## config.mk

```make
export PLATFORM = sky130hd
export DESIGN_NAME = mul_shifter
export DESIGN_NICKNAME = d
export VERILOG_FILES = /design/src/rtl/mulshift_pkg.sv /design/src/rtl/shamt_decoder.sv /design/src/rtl/signed_mult.sv /design/src/rtl/mul_shifter.sv
export SDC_FILE = /design/constraint.sdc
export NUM_CORES = 1
export LEC_CHECK = 0
export BUFFER_PORTS_ARGS = -buffer_cell sky130_fd_sc_hd__buf_4
export CAP_MARGIN = 20
export CORE_UTILIZATION = 55
export DETAILED_ROUTE_END_ITERATION = 8
export GPL_TIMING_DRIVEN = 0
export HOLD_SLACK_MARGIN = 0.12
export PLACE_DENSITY = 0.73
export SLEW_MARGIN = 15
export SYNTH_ARGS = -nofsm -noshare
export SYNTH_HDL_FRONTEND = slang
export SYNTH_SLANG_ARGS = --single-unit
```

## constraint.sdc

```tcl
create_clock -name clk -period 1.6 [get_ports clk]
set_input_delay 0.24 -clock clk [delete_from_list [all_inputs] [get_ports clk]]
set_output_delay 0.24 -clock clk [all_outputs]
set_load 0.03 [all_outputs]
```

## src/rtl/mulshift_pkg.sv

```systemverilog
package mulshift_pkg;
  localparam int DATA_W    = 18;
  localparam int PROD_W    = 2 * DATA_W;
  localparam int MAX_SHIFT = DATA_W - 2;
  localparam int SHAMT_W   = $clog2(DATA_W + 14);

  // Data operand as presented to the multiplier: logical mode clears the sign bit.
  function automatic logic [DATA_W-1:0] condition_data(input logic [DATA_W-1:0] d,
                                                       input logic arith);
    return arith ? d : {1'b0, d[DATA_W-2:0]};
  endfunction

  // True when the amount cannot be encoded as a positive power of two.
  function automatic logic shamt_illegal(input logic [SHAMT_W-1:0] s);
    return int'(s) > MAX_SHIFT;
  endfunction

  // Mask of the bits strictly below a shift amount.
  function automatic logic [PROD_W-1:0] low_mask(input logic [SHAMT_W-1:0] s);
    logic [PROD_W-1:0] m;
    m = '0;
    for (int i = 0; i < PROD_W; i++) m[i] = (i < int'(s));
    return m;
  endfunction
endpackage

```

## src/rtl/shamt_decoder.sv

```systemverilog
module shamt_decoder
  import mulshift_pkg::*;
#(
  parameter int W   = DATA_W,
  parameter int S_W = SHAMT_W,
  parameter int MAX = MAX_SHIFT
) (
  input  logic [S_W-1:0] shamt,
  output logic [W-1:0]   pow_op,
  output logic           dec_err
);
  assign dec_err = int'(shamt) > MAX;

  for (genvar i = 0; i < W; i++) begin : g_bit
    if (i <= MAX) begin : g_legal
      assign pow_op[i] = !dec_err && (shamt == S_W'(i));
    end else begin : g_sign
      assign pow_op[i] = 1'b0;
    end
  end

  // a legal amount yields a single set bit in the operand
  always_comb begin
    a_pow_onehot_r8: assert (dec_err || $countones(pow_op) == 1)
      else $error("power operand not one-hot for legal amount");
  end
endmodule

```

## src/rtl/signed_mult.sv

```systemverilog
module signed_mult #(
  parameter int A_W = 18,
  parameter int P_W = 2 * A_W
) (
  input  logic signed [A_W-1:0] a,
  input  logic signed [A_W-1:0] b,
  output logic signed [P_W-1:0] p
);
  logic signed [P_W-1:0] a_x;
  logic signed [P_W-1:0] b_x;

  assign a_x = P_W'(a);
  assign b_x = P_W'(b);
  assign p   = a_x * b_x;
endmodule

```

## src/rtl/mul_shifter.sv

```systemverilog
module mul_shifter
  import mulshift_pkg::*;
(
  input  logic                clk,
  input  logic                rst_n,
  input  logic                in_valid,
  input  logic [DATA_W-1:0]   in_data,
  input  logic [SHAMT_W-1:0]  in_shamt,
  input  logic                in_arith,
  output logic                out_valid,
  output logic [PROD_W-1:0]   out_result,
  output logic                out_err
);
  logic [DATA_W-1:0] data_op;
  logic [DATA_W-1:0] pow_op;
  logic              dec_err;
  logic [PROD_W-1:0] product;

  assign data_op = condition_data(in_data, in_arith);

  shamt_decoder #(.W(DATA_W), .S_W(SHAMT_W), .MAX(MAX_SHIFT)) u_dec (
    .shamt  (in_shamt),
    .pow_op (pow_op),
    .dec_err(dec_err)
  );

  signed_mult #(.A_W(DATA_W), .P_W(PROD_W)) u_mul (
    .a(data_op),
    .b(pow_op),
    .p(product)
  );

  always_ff @(posedge clk or negedge rst_n) begin
    if (!rst_n) begin
      out_valid  <= 1'b0;
      out_result <= '0;
      out_err    <= 1'b0;
    end else begin
      out_valid <= in_valid;
      if (in_valid) begin
        out_result <= product;
        out_err    <= dec_err;
      end
    end
  end

  // one-cycle latency for the strobe
  p_valid_rise_r2: assert property (@(posedge clk) disable iff (!rst_n)
    in_valid |=> out_valid);
  p_valid_idle_r2: assert property (@(posedge clk) disable iff (!rst_n)
    !in_valid |=> !out_valid);
  // logical shift never reaches the top three product bits
  p_logic_fill_r3: assert property (@(posedge clk) disable iff (!rst_n)
    (in_valid && !in_arith && !shamt_illegal(in_shamt)) |=> (out_result[PROD_W-1 -: 3] == 3'b000));
  // arithmetic shift carries the data sign to the top bit
  p_arith_fill_r4: assert property (@(posedge clk) disable iff (!rst_n)
    (in_valid && in_arith && !shamt_illegal(in_shamt)) |=> (out_result[PROD_W-1] == $past(in_data[DATA_W-1])));
  // vacated low bits are zero
  p_low_zero_r5: assert property (@(posedge clk) disable iff (!rst_n)
    (in_valid && !shamt_illegal(in_shamt)) |=> ((out_result & low_mask($past(in_shamt))) == '0));
  // out-of-range amount flags and zeroes the result
  p_err_zero_r6: assert property (@(posedge clk) disable iff (!rst_n)
    out_err |-> (out_result == '0));
  p_err_set_r6: assert property (@(posedge clk) disable iff (!rst_n)
    (in_valid && shamt_illegal(in_shamt)) |=> out_err);
  // idle cycles hold the output
  p_hold_r7: assert property (@(posedge clk) disable iff (!rst_n)
    !in_valid |=> ($stable(out_result) && $stable(out_err)));
endmodule

```

==> qor.yml, run 1 <==
status: "finished, violations left"
antenna_left: 0
path_max_fanout: 6
synth-async-reset-ratio: 1.00
worst_slack_ps: -4610
fin_crit_sh: 3.88
synth_area_um2: 13300
placementRows: 56
violations: "setup timing"
setup_viol: 35
synthesis.nets: 1898
cts_max_path_buffers: 2
yosys_warnings: 0
start_util: 0.565
cp-end-kind: "flip-flop"
dpl_cell_area_um2: 14700
ys_types: 59
path_common_cell: "fa_1"
worst_pin_slew_ps: 829
clockRootBuffer: "clkbuf_16"
drtIter0Drc: 768
worstPathRequired_ps: 1730
seq_area_frac_synth: 0.0712
die_h_um: 158
io_buffers: 61
gp_congestion: 0.940
crit_type: "in2reg"
dp_hpwl_um: 28600
via_per_inst: 5.46
clkTransAtPathRegs_ps: 60
fill_cells: 1828
fin_area_um2: 16500
htreeDepth: 2
clock_skew_ps: 0
cp.arrival_ps: 6340
drive_above_1_share: 0.241
p_per_area_nw_per_um2: 293
slowest_stage: "fa_1"
dr.pass1.iters: 5
pin_count: 65
period_needed_ps: 6210
cts_made_buffers: 5
synth_top_area_cell: "fa_1"
hp-class: "in2reg"
place_ws_ps: -5550
critPathMaxStageDelay_ps: 550
area.sequential_um2: 951
core_um2: 23600
dr_total_vias: 10700
totalWireLength_um: 37300
fmax_mhz: 161
synthTopCellsByArea: "fa_1, inv_1, ha_1"
antennaDiodeCount: 0
post_drt_wl_per_cell_um: 19.1
synth_flop_cell: "dfrtp_1"
ys_ff_latch: 38
crit_path_cell_trace: "buf_8 > or3b_4 > nor3_4 > buf_6 > buf_8 > and2_1 > fa_1 > inv_1 > fa_1 > fa_1 > inv_1 > fa_1 > fa_1 > fa_1 > ha_2 > a211oi_2 > o21ai_1 > a31o_1 > a211o_4 > o211a_4 > o31ai_4 > and3_1 > o31ai_2"
synth-edff-count: 0
grt_antenna_before_repair: 0
synthCells: 1470
drc: 0
synth_top_area_frac: 0.466
grt_pass1_vias: 11400
die_area_um2: 24900
avgSynthCellArea_um2: 9.08
syn_to_final_growth_pct: 23.3
grt_max_degree: 39
p_total_mw: 4.83
multiInputGateArea_um2: 11700
start_kind: "primary input"
insertion_delay_ps: 290
ir_worst_vdd_mv: 0.451
maxSlewViolCount: 0
drv_cap: 0
slew_headroom: 0.448
clock_sinks: 38
grt_pass1_wl_um: 57800
grt.overflow.total: 0
finalHoldViolCount: 0
finalNetCount: 2066
rsz0062_at_grt: "yes"
track_usage: 0.313
dieWidth_um: 158
cts_tree: "yes"
p_leak_nw: 8.46
-- per-layer routing --
layer / GRT usage / vias to the layer above / wire length (um)
li1: - / 4673 / -
met1: 0.378 / 5449 / 13800
met2: 0.546 / 421 / 19200
met4: 0.164 / 0 / 2210
met3: 0.0386 / 133 / 2120
met5: 0 / - / 0
-- kinds of logic after synthesis --
family,after synthesis,share of synthesized area
flip-flops,38,0.0712
AND/OR/NAND/NOR,432,0.162
multiplexers,19,0.0160
XOR/XNOR,26,0.0171
AO/OA/AOI/OAI,103,0.0547
buffers and inverters,451,0.128
adder cells (fa/ha/maj),401,0.551
-- cells in the final DEF (no fill, tap or decap), types with 10 or more instances in the layout --
cell / count
fa_1: 295
and3_1: 20
inv_1: 374
nor2_4: 12
buf_4: 131
nor3_4: 10
nor2_1: 16
buf_6: 33
and2_4: 14
fa_2: 16
dfrtp_1: 38
mux2_2: 14
nand2_2: 13
a21oi_2: 10
clkbuf_1: 23
ha_1: 65
inv_2: 24
ha_4: 19
a21o_1: 11
xnor2_1: 18
and2_1: 121
nand2_1: 168
-- worst paths after layout --
| path | cells after the start | startpoint | slack, ps | endpoint |
|---|---|---|---|---|
| setup / recovery | 23 | in_shamt[2] | -4610 | out_result[32] |
| hold / removal | 1 | in_valid | 150 | out_valid |
| setup reg to reg | 2 | out_result[35] | 650 | out_result[35] |
| hold reg to reg | 1 | out_result[9] | 480 | out_result[9] |
| max in group asynchronous | 2 | rst_n | 750 | out_result[21] |
| min in group asynchronous | 2 | rst_n | 480 | out_result[9] |
-- synth_stat cells, types with 5 or more instances --
cell / number
a211oi_1: 6
a21o_1: 11
a21oi_1: 21
and2_1: 135
and3_1: 22
clkbuf_1: 47
dfrtp_1: 38
fa_1: 311
ha_1: 90
inv_1: 399
mux2_2: 19
nand2_1: 187
nand2b_1: 6
nand3_1: 5
nand3b_1: 5
nand4_1: 5
nor2_1: 29
nor3_1: 18
o21a_1: 7
o21ai_0: 14
o31ai_1: 6
or3_1: 6
xnor2_1: 20
xor2_1: 6
-- through the flow --
step / util / instances / setup TNS [ps] / hold WS [ps]
final: 0.697 / 1957 / -132010 / 147
after global routing: 0.697 / 1957 / -136660 / 143
after CTS: 0.657 / 1899 / -132360 / 142
after detailed placement: 0.622 / 1850 / -152860 / 250
after global placement: 0.622 / 1850 / -151170 / 243
after floorplan: - / 1470 / -126760 / -55.6
-- worst max-delay path: cells and delay by family --
kind	cells	cell delay (ps)
adder cells (fa/ha/maj)	7	3180
AO/OA/AOI/OAI	7	1400
AND/OR/NAND/NOR	4	980
buffers and inverters	5	520
-- area by class of cell --
type / count / area share
multi-input cells: 981 / 0.709
flip-flops and latches: 38 / 0.0578
repair buffers: 165 / 0.0865
plain buffers: 47 / 0.0225
inverters: 400 / 0.0914
clock buffers: 5 / 0.00760
well taps: 319 / 0.0242
clock inverters: 2 / 0.000608
-- what timing repair did --
action,in CTS,in global routing
gates resized for setup,96,139
endpoints found under the hold margin,38,0
hold buffers,1,0
setup buffers,42,61
setup endpoints to repair,36,36
gates cloned,0,1
pin swaps,79,96
-- flip-flops by register name, indices dropped and copies added, names as in the netlist --
name        flops
out_err         1
out_result     36
out_valid       1
-- report_power, final --
part           switching, mW  internal (mW)
registers             0.0808           1.10
logic                   1.57           1.12
clock network          0.390          0.563
total                   2.04           2.79
Note: power is estimated with default switching activity, not from simulation.
==> run 2, diff against run 1 <==
Settings changed: CTS_BUF_LIST from default to sky130_fd_sc_hd__clkbuf_2, REMOVE_ABC_BUFFERS from default to 1.
==> qor.yml, run 2 (synthesized netlist as in run 1, its figures left out) <==
antennaDiodeCount: 0
worst_slack_ps: -4410
cts_tree: "yes"
p_per_area_nw_per_um2: 289
grt_max_degree: 43
syn_to_final_growth_pct: 22.5
totalWireLength_um: 36400
via_per_inst: 5.51
fill_cells: 1682
fin_crit_sh: 3.75
drive_above_1_share: 0.245
maxSlewViolCount: 0
top_register: "out_result"
reg_top3: "out_result: 36 flops, out_err: 1 flops, out_valid: 1 flops"
finish.utilization: 0.693
dr_total_vias: 10600
cts_made_buffers: 5
clkTransAtPathRegs_ps: 230
largest_reg_flops: 36
core_um2: 23600
grt_pass1_wl_um: 58200
cp-end-kind: "flip-flop"
rsz0062_at_grt: "yes"
drtIter0Drc: 630
clockRootBuffer: "clkbuf_2"
grt_antenna_before_repair: 0
start_util: 0.565
placementRows: 56
path_max_fanout: 5
grt_pass1_vias: 11700
cp.arrival_ps: 6370
pin_count: 65
dp_hpwl_um: 25300
violations: "setup timing"
cts_max_path_buffers: 2
hp-class: "in2reg"
worstPathRequired_ps: 1960
layout_common_cells: "inv_1, fa_1, nand2_1"
io_buffers: 64
antenna_left: 0
clock_skew_ps: 0
gp_congestion: 0.868
insertion_delay_ps: 430
setup_viol: 35
fmax_mhz: 166
p_leak_nw: 8.33
dr.pass1.iters: 6
ir_worst_vdd_mv: 0.384
drc: 0
start_kind: "primary input"
post_drt_wl_per_cell_um: 18.9
dieWidth_um: 158
htreeDepth: 2
die_area_um2: 24900
clock_sinks: 38
track_usage: 0.309
drv_cap: 0
finalHoldViolCount: 0
crit_type: "in2reg"
final_common_cell: "inv_1"
slew_headroom: 0.623
dpl_cell_area_um2: 14200
period_needed_ps: 6010
grt.overflow.total: 0
worst_pin_slew_ps: 565
die_h_um: 158
status: "finished, violations left"
finalNetCount: 2037
fin_area_um2: 16400
run 2: report_power, final:
group | internal, mW | switching (mW) | total (mW)
clock network | 0.422 | 0.387 | 0.810
registers | 1.10 | 0.0932 | 1.20
logic | 1.14 | 1.59 | 2.73
run 2: layout make-up:
type	instances	area [um2]	share of cell area
repair buffers	183	1650	0.101
flip-flops and latches	38	951	0.0581
inverters	400	1510	0.0923
clock inverters	3	68.8	0.00421
multi-input cells	981	11800	0.719
well taps	319	399	0.0244
clock buffers	5	25.0	0.00153
run 2: final timing paths:
kind                           startpoint             end  slack, ps  depth (start not counted)
hold / removal                in_shamt[4]         out_err        180                          3
setup reg to reg           out_result[35]  out_result[35]        620                          2
hold reg to reg            out_result[28]  out_result[28]        530                          2
min in group asynchronous           rst_n  out_result[11]        270                          2
setup / recovery              in_shamt[2]  out_result[28]      -4410                         23
max in group asynchronous           rst_n  out_result[27]        920                          2
run 2: per-layer routing:
layer | up-vias | GRT usage | part of all wire
met5 | - | 0 | 0
met4 | 0 | 0.164 | 0.059
met3 | 145 | 0.0274 | 0.048
met2 | 418 | 0.565 | 0.54
met1 | 5463 | 0.357 | 0.36
li1 | 4602 | - | -
run 2: critical path, stage by stage:
cell and delay (ps):
buf_8 100, or3b_4 420, nor2_4 170, buf_4 170
buf_4 160, nand2_1 80, fa_1 540, inv_1 50
fa_1 480, fa_1 580, fa_1 450, fa_1 490
inv_1 40, fa_1 480, inv_1 50, ha_2 230
a21o_1 190, a211o_1 400, o22a_2 300, o211a_1 160
o21a_1 190, o21a_1 170, o31ai_1 210
run 2: stage by stage:
stage	setup TNS [ps]	total power [mW]	setup WS, ps	std cells	hold slack [ps]
3_5_place_dp	-162460	3.39	-6210	1814	248
5_1_grt	-128630	5.01	-4550	1929	158
6_report	-124530	4.73	-4410	1929	180
2_1_floorplan	-143470	2.53	-5210	1419	-55.6
3_3_place_gp	-200760	3.33	-7410	1802	246
4_1_cts	-122610	4.56	-4330	1900	141
run 2: timing repair:
item                       CTS  global route
cloned                       1             0
setup endpoints to repair   35            36
setup buffers               76            37
gates resized for setup    201            82
pin swaps                  103            87
hold buffers                 1             0
hold endpoints to repair    38             0
==> run 3, diff against run 2 <==
Settings changed: ABC_AREA from default to 1.
==> qor.yml, run 3 <==
status: "finished, violations left"
violations: "setup timing"
clockPowerShare: 0.100
reg_top3: "out_result: 36 flops, out_err: 1 flops, out_valid: 1 flops"
worstPathRequired_ps: 1930
io_buffers: 64
area.sequential_um2: 951
maxSlewViolCount: 0
largest_reg_flops: 36
p_leak_nw: 9.28
path_max_fanout: 4
grt_pass1_vias: 12800
via_per_inst: 5.39
dr.pass1.iters: 5
track_usage: 0.313
ys_types: 38
start_kind: "primary input"
dp_hpwl_um: 29300
synthTopCellsByArea: "fa_1, inv_1, nand2_1"
grt.overflow.total: 0
yosys_warnings: 0
top_register: "out_result"
synth_top_area_frac: 0.448
synth-async-reset-ratio: 1.00
ir_worst_vdd_mv: 0.311
crit_type: "in2reg"
fmax_mhz: 179
die_h_um: 161
seqPwrFrac: 0.259
synth_top_area_cell: "fa_1"
cp-end-kind: "flip-flop"
clkTransAtPathRegs_ps: 220
drtIter0Drc: 912
worst_pin_slew_ps: 1090
slowest_stage: "fa_1"
dr_total_vias: 12300
worst_slack_ps: -3970
drv_cap: 0
post_drt_wl_per_cell_um: 17.9
avgSynthCellArea_um2: 7.67
synthTopCellsByCount: "inv_1, nand2_1, fa_1, nor2_1, ha_1"
grt_pass1_wl_um: 62900
clock_sinks: 38
p_per_area_nw_per_um2: 255
final_common_cell: "inv_1"
antenna_left: 0
cellInternalPower_mw: 2.30
p_switching_mw: 2.15
insertion_delay_ps: 400
critPathMaxStageDelay_ps: 530
htreeDepth: 2
setup_viol: 34
totalWireLength_um: 41000
finalHoldViolCount: 0
seq_area_frac_synth: 0.0684
path_common_cell: "fa_1"
drc: 0
fin_crit_sh: 3.48
p_sw_frac: 0.484
p_total_mw: 4.45
fin_hold_ws_ps: 274
start_util: 0.567
finalNetCount: 2386
dieWidth_um: 161
synth_most_common_cell: "inv_1"
worst-path-buf-inv: 13
syn_to_final_growth_pct: 25.5
core_um2: 24500
cts_max_path_buffers: 2
ys_ff_latch: 38
period_needed_ps: 5570
rsz0062_at_grt: "yes"
synth_flop_cell: "dfrtp_1"
drive_above_1_share: 0.280
cts_tree: "yes"
grt_antenna_before_repair: 0
critPathTopFamily: "adder cells"
synth_area_um2: 13900
hp-class: "in2async"
cp.arrival_ps: 5900
layout_common_cells: "inv_1, nand2_1, fa_1"
multiInputGateArea_um2: 12400
clockRootBuffer: "clkbuf_2"
slew_headroom: 0.263
pwr-share-comb: 0.641
fill_cells: 1784
cts_made_buffers: 5
finish.utilization: 0.711
synth-edff-count: 0
placementRows: 57
clock_skew_ps: 0
pin_count: 65
grt_max_degree: 50
die_area_um2: 25900
gp_congestion: 0.933
synthCells: 1813
==> run 3: timing repair <==
item / 4_1_cts / 5_1_grt
hold buffers: 2 / 0
pin swaps: 93 / 126
gates resized for setup: 289 / 200
endpoints found under the setup margin: 35 / 34
cloned: 0 / 0
setup buffers: 76 / 43
endpoints found under the hold margin: 39 / 0
==> run 3: power groups by stage <==
stage / sequential, mW / clock (mW) / combinational, mW
global route: 1.17 / 0.490 / 3.09
floorplan: 1.42 / 0 / 1.06
global placement: 1.17 / 0 / 2.03
detailed placement: 1.17 / 0 / 2.08
CTS: 1.15 / 0.451 / 2.53
finish: 1.15 / 0.445 / 2.85
==> run 3: through the flow <==
step / worst slack (ps) / area (um2) / instances / setup TNS, ps
3_3_place_gp: -5290 / 14600 / 2158 / -144180
4_1_cts: -3820 / 16400 / 2244 / -109240
3_5_place_dp: -5400 / 14600 / 2158 / -146240
2_1_floorplan: -4150 / 13700 / 1770 / -112980
6_report: -3970 / 17500 / 2284 / -111950
5_1_grt: -4240 / 17400 / 2283 / -119830
==> run 3: worst paths after layout <==
path / from / end / slack (ps) / cells past startpoint
hold / removal: rst_n / out_result[7] / 270 / 2
setup reg to reg: out_result[15] / out_result[15] / 880 / 2
min in group clk: in_shamt[1] / out_result[0] / 470 / 6
max in group asynchronous: rst_n / out_result[28] / 940 / 2
hold reg to reg: out_result[35] / out_result[35] / 500 / 2
setup / recovery: in_shamt[2] / out_result[27] / -3970 / 32
==> run 3: metal layers <==
metal	global-route usage	part of all wire
met4	0.183	0.068
met1	0.370	0.36
met2	0.543	0.50
met3	0.0467	0.073
met5	0	0
==> run 3: cells by family after synthesis <==
kind of cell	after synthesis	synth area share
XOR/XNOR	13	0.00819
AO/OA/AOI/OAI	43	0.0172
flip-flops	38	0.0684
buffers and inverters	582	0.159
adder cells (fa/ha/maj)	401	0.529
AND/OR/NAND/NOR	736	0.218
==> run 3: worst reg2reg max path, cell delays in order, from the launching register on <==
cell and delay, ps:
dfrtp_1 440, nand2_1 70, o21ai_0 90
==> run 3: area by class of cell <==
type,instances,share of cell area
Timing Repair Buffer,181,0.0931
Antenna cell,1,0.000143
Clock buffer,5,0.00143
Tap cell,324,0.0232
Multi-Input combinational cell,1193,0.708
Sequential cell,38,0.0545
Inverter,539,0.119
Clock inverter,3,0.000932
